File: config.mk
export PLATFORM = sky130hd
export DESIGN_NAME = dp_collide_arb
export DESIGN_NICKNAME = d
export VERILOG_FILES = /design/src/rtl/dp_arb_pkg.sv /design/src/rtl/dp_arb_path.sv /design/src/rtl/dp_arb_ctrl.sv /design/src/rtl/dp_collide_arb.sv
export SDC_FILE = /design/constraint.sdc
export NUM_CORES = 1
export LEC_CHECK = 0
export ABC_CLOCK_PERIOD_IN_PS = 2100
export BUFFER_PORTS_ARGS = -buffer_cell sky130_fd_sc_hd__clkbuf_2
export CAP_MARGIN = 20
export CORE_MARGIN = 3
export CORE_UTILIZATION = 45
export DETAILED_ROUTE_END_ITERATION = 10
export PLACE_DENSITY = 0.84
export SYNTH_ARGS = -nofsm -noshare
export SYNTH_HDL_FRONTEND = slang
export SYNTH_HIERARCHICAL = 1
export SYNTH_SLANG_ARGS = --single-unit
File: constraint.sdc
create_clock -name clk -period 2.1 [get_ports clk]
set_input_delay 0.42 -clock clk [delete_from_list [all_inputs] [get_ports clk]]
set_output_delay 0.42 -clock clk [all_outputs]
set_load 0.01 [all_outputs]
File: src/rtl/dp_arb_pkg.sv
package dp_arb_pkg;
  // comparison status from the datapath to the control
  typedef struct packed {
    logic hit;      // both enabled, same word
    logic hitRise;  // collision starts this cycle
    logic lSteady;  // left unchanged since last edge
    logic rSteady;  // right unchanged since last edge
  } cmpStatT;

  // strobes from control to the datapath
  typedef struct packed {
    logic holdL;    // local busy toward left
    logic holdR;    // local busy toward right
  } gateStrobeT;
endpackage

File: src/rtl/dp_arb_path.sv
module dp_arb_path
  import dp_arb_pkg::*;
#(
  parameter int ADDR_W = 14
) (
  input  logic              clk,
  input  logic              rst_n,
  input  logic              masterSel,
  input  logic              lEnN,
  input  logic [ADDR_W-1:0] lAddr,
  input  logic              lWrReq,
  input  logic              lBusyInN,
  input  logic              rEnN,
  input  logic [ADDR_W-1:0] rAddr,
  input  logic              rWrReq,
  input  logic              rBusyInN,
  input  gateStrobeT        strobe,
  output cmpStatT           stat,
  output logic              lBusyOutN,
  output logic              rBusyOutN,
  output logic              lWrGated,
  output logic              rWrGated
);
  logic              lOn, rOn;
  logic              lOnPrev, rOnPrev, hitPrev;
  logic [ADDR_W-1:0] lAddrPrev, rAddrPrev;
  logic              effBusyL, effBusyR;

  assign lOn = ~lEnN;
  assign rOn = ~rEnN;

  always_ff @(posedge clk or negedge rst_n) begin
    if (!rst_n) begin
      lOnPrev   <= 1'b0;
      rOnPrev   <= 1'b0;
      hitPrev   <= 1'b0;
      lAddrPrev <= '0;
      rAddrPrev <= '0;
    end else begin
      lOnPrev   <= lOn;
      rOnPrev   <= rOn;
      hitPrev   <= stat.hit;
      lAddrPrev <= lAddr;
      rAddrPrev <= rAddr;
    end
  end

  always_comb begin
    stat.hit     = lOn & rOn & (lAddr == rAddr);
    stat.hitRise = stat.hit & ~hitPrev;
    stat.lSteady = lOn & lOnPrev & (lAddr == lAddrPrev);
    stat.rSteady = rOn & rOnPrev & (rAddr == rAddrPrev);
  end

  // effective busy: local result in master mode, pin in slave mode
  assign effBusyL  = masterSel ? strobe.holdL : ~lBusyInN;
  assign effBusyR  = masterSel ? strobe.holdR : ~rBusyInN;
  assign lBusyOutN = ~(masterSel & strobe.holdL);
  assign rBusyOutN = ~(masterSel & strobe.holdR);
  assign lWrGated  = lWrReq & ~effBusyL;
  assign rWrGated  = rWrReq & ~effBusyR;
endmodule

File: src/rtl/dp_arb_ctrl.sv
module dp_arb_ctrl
  import dp_arb_pkg::*;
(
  input  logic       clk,
  input  logic       rst_n,
  input  logic       masterSel,
  input  cmpStatT    stat,
  output gateStrobeT strobe
);
  logic winR;     // held winner: 1 = right port owns the word
  logic pickR;

  // at collision start the steady side wins; otherwise left wins the tie
  always_comb begin
    if (stat.hitRise) pickR = stat.rSteady & ~stat.lSteady;
    else              pickR = winR;
  end

  always_ff @(posedge clk or negedge rst_n) begin
    if (!rst_n)        winR <= 1'b0;
    else if (stat.hit) winR <= pickR;
    else               winR <= 1'b0;
  end

  always_comb begin
    strobe.holdL = masterSel & stat.hit & pickR;
    strobe.holdR = masterSel & stat.hit & ~pickR;
  end
endmodule

File: src/rtl/dp_collide_arb.sv
module dp_collide_arb
  import dp_arb_pkg::*;
#(
  parameter int ADDR_W = 14
) (
  input  logic              clk,
  input  logic              rst_n,
  input  logic              masterSel,
  input  logic              lEnN,
  input  logic [ADDR_W-1:0] lAddr,
  input  logic              lWrReq,
  input  logic              lBusyInN,
  input  logic              rEnN,
  input  logic [ADDR_W-1:0] rAddr,
  input  logic              rWrReq,
  input  logic              rBusyInN,
  output logic              lBusyOutN,
  output logic              rBusyOutN,
  output logic              lWrGated,
  output logic              rWrGated
);
  cmpStatT    stat;
  gateStrobeT strobe;

  dp_arb_path #(.ADDR_W(ADDR_W)) u_path (
    .clk(clk), .rst_n(rst_n), .masterSel(masterSel),
    .lEnN(lEnN), .lAddr(lAddr), .lWrReq(lWrReq), .lBusyInN(lBusyInN),
    .rEnN(rEnN), .rAddr(rAddr), .rWrReq(rWrReq), .rBusyInN(rBusyInN),
    .strobe(strobe), .stat(stat),
    .lBusyOutN(lBusyOutN), .rBusyOutN(rBusyOutN),
    .lWrGated(lWrGated), .rWrGated(rWrGated)
  );

  dp_arb_ctrl u_ctrl (
    .clk(clk), .rst_n(rst_n), .masterSel(masterSel),
    .stat(stat), .strobe(strobe)
  );
endmodule

==> run metrics <==
status finished with violations; failing checks setup timing; Clock Sinks 32; fin crit period about 2.7 ns; setup_tns -2.12 ns; Placed Cells incl. Taps around 200; setup ws final -0.618 ns; ant diodes 0; core box area between 0.002 and 0.003 mm^2; delay of the slowest cell on the worst path around 0.38 ns; clk buf depth 2; reg-to-reg startpoint u_path/lAddrPrev[10]; routed length per instance ~15 um; Initial Utilization 0.485; TritonCTS buffer count 5; Tot Pwr 1.17 mW; PortBufs 40; WL final ~3200 um; critical path class flip-flop to primary output; CP max FO 3; synthesized area between 0.001 and 0.0015 mm^2; Max-Cap Viols 0; pin count of the biggest net entering global routing 33; Worst path slowest cell dfrtp_1; main combinational cell family by area after synthesis XOR/XNOR gates; Worst slew margin 0.485; final hold violation count 0; Simple-Gate Fraction of Synth Area 0.121; Via density between 4 and 5; htree depth 2; unrepaired setup endpoints after global routing yes; antenna violations before repair 0; drt pass-1 iters 4; total die area roughly 0.0038 mm^2; dominant cell type by area after synthesis dfrtp_1; top cell type's share of synthesized area 0.579; Antenna Nets Post-Route 0; post-DP HPWL approximately 2600 um; Lkg Pwr about 0.9 nW; Seq/Total Area, Yosys 0.579; GP Congestion about 0.84; CP required around 1.7 ns; vias post-DR around 1000; grt ovf 0; Mapped Nets between 100 and 150; Worst-path clk slew around 0.090 ns; Synth Area in Compound Gates 0.00904; Adder-Cell Fraction of Synth Area 0; Synth cell types 20; VDD IR max around 430 uV; mux cell area share after synthesis 0.0145; CTS root buf clkbuf_4; post-route insts no fill around 210; count of pins over their slew limit 0; dpl cell area roughly 0.0018 mm^2; fin crit share 1.29; drt initial violations 25; Skew-Pair Late Insertion Delay around 0.33 ns; Chip Width around 61 um; hold buffers post-CTS 0; Synth-to-Final Area Change 37.3%; setup violators final 4; Ports 41; layout cells sized above 1 0.439; Worst R2R Path Depth 6; vias in the first global route ~1200; XOR/XNOR share of the synthesized area 0.266; # DRC 0; Arr. time, crit path roughly 2.3 ns; CTS tree done; Synthesis Warnings 6; Final Cell Area 0.00190 mm^2; global-route wire length before repair 5230 um; Max Clock Skew 0.0117 ns; Avg Inst Size Synth 12.6 um^2; Fmax around 370 MHz; nets ~220; Area contributors post-synth dfrtp_1 58%, xnor2_1 18%, xor2_1 8.9%; Worst-Margin Slew between 0.7 and 0.8 ns; overall routing resource usage 0.199; FP Rows 19; hold crit path type input pin to asynchronous set/reset pin; crit path capture type primary output; R2R setup slack around 0.47 ns; crit path launch type flip-flop; power density over the cells slightly above 600 mW/mm^2; die height between 60 and 70 um; crit path cell chain xor2_1 > nor4_2 > nand4_1 > nor3_1 > nand3b_1 > and3b_1 > mux2i_1 > and2_1 > clkbuf_2; reg-to-reg endpoint u_ctrl/winR; post-synthesis cell count between 100 and 150; flops & latches, synth 32
==> routing by layer <==
metal,global-route usage,share of wire
met5,0,0
met4,0.0939,0.022
met3,0.0650,0.049
met2,0.337,0.53
met1,0.228,0.40
==> final cells by class <==
cell class                 count  area [um^2]
timing repair buffer          65          388
fill                         224          952
inverter                       4         15.0
multi-input combinational     74          621
tap                           31         38.8
clock buffer                   5         37.5
sequential                    32          801
==> metrics by stage <==
stage          setup slack, ns  hold slack [ns]  utilization
2_1_floorplan           -0.131            0.124            -
3_3_place_gp            -0.443            0.515        0.632
3_5_place_dp            -0.573            0.535        0.632
4_1_cts                 -0.613            0.162        0.653
5_1_grt                 -0.779            0.194        0.666
6_report                -0.618            0.149        0.666
==> cells in the final DEF (no fill, tap or decap) <==
master / count
mux2i_1: 2
and2_1: 2
inv_1: 4
nor2_2: 1
nor3_1: 2
nand2b_1: 1
buf_2: 2
nor3_2: 1
nor4_4: 1
a21boi_1: 1
and3b_1: 1
xor2_1: 14
clkbuf_2: 38
clkbuf_4: 5
and3_1: 2
xnor2_1: 25
nand3b_1: 1
or4_4: 1
nand4_1: 6
dfrtp_1: 32
nand3_1: 2
nor4_2: 1
a21oi_2: 1
buf_4: 25
xnor2_2: 3
nor4_1: 2
nand2_1: 4
==> critical path, delay by kind of cell (launching register included) <==
kind                   cells  cell delay (ns)
XOR/XNOR                   1             0.15
flip-flops                 1             0.38
buffers and inverters      1             0.12
AND/OR/NAND/NOR            6             1.25
multiplexers               1             0.08
==> worst max path at each step <==
stage / from / end / cells after the start
detailed placement: lAddr[1] / lWrGated / 10
global placement: lAddr[1] / rWrGated / 10
finish: u_path/lAddrPrev[10] / rWrGated / 9
global route: u_path/lAddrPrev[10] / rWrGated / 9
floorplan: lAddr[1] / rWrGated / 8
CTS: u_path/lAddrPrev[9] / rWrGated / 9
==> sequential cells by signal, summed over array words and instances, names as in the netlist <==
signal and flops:
u_path/lOnPrev 1, u_ctrl/winR 1, u_path/rAddrPrev 14, u_path/hitPrev 1, u_path/lAddrPrev 14, u_path/rOnPrev 1
==> synthesized netlist by cell type <==
cell	n
nand4_1	6
nor4_2	1
mux2i_1	2
nand3b_1	1
nor3_1	3
a21boi_1	1
dfrtp_1	32
or4_1	1
and2_1	2
xnor2_1	28
nand2_1	4
a21oi_1	1
xor2_1	14
inv_1	4
and3_1	2
nand2b_1	1
nand3_1	2
nor4_1	3
and3b_1	1
nor2_1	1
==> timing repair <==
item / CTS / global route
endpoints found under the setup margin: 4 / 4
pin swaps: 8 / 5
setup buffers: 1 / 0
gates cloned: 0 / 0
resized for setup: 3 / 8
endpoints found under the hold margin: 0 / 0
==> cells by family (layout without fill, tap and decap cells) <==
kind of cell           after synthesis  after routing
XOR/XNOR                            42             42
multiplexers                         2              2
flip-flops                          32             32
AO/OA/AOI/OAI                        2              2
buffers and inverters                4             74
AND/OR/NAND/NOR                     28             28
==> power by group <==
part	switching, mW	internal (mW)	total [mW]
clock	0.186	0.112	0.298
combinational	0.0981	0.114	0.212
sequential	0.0132	0.645	0.658
(Power assumes the default switching activity.)
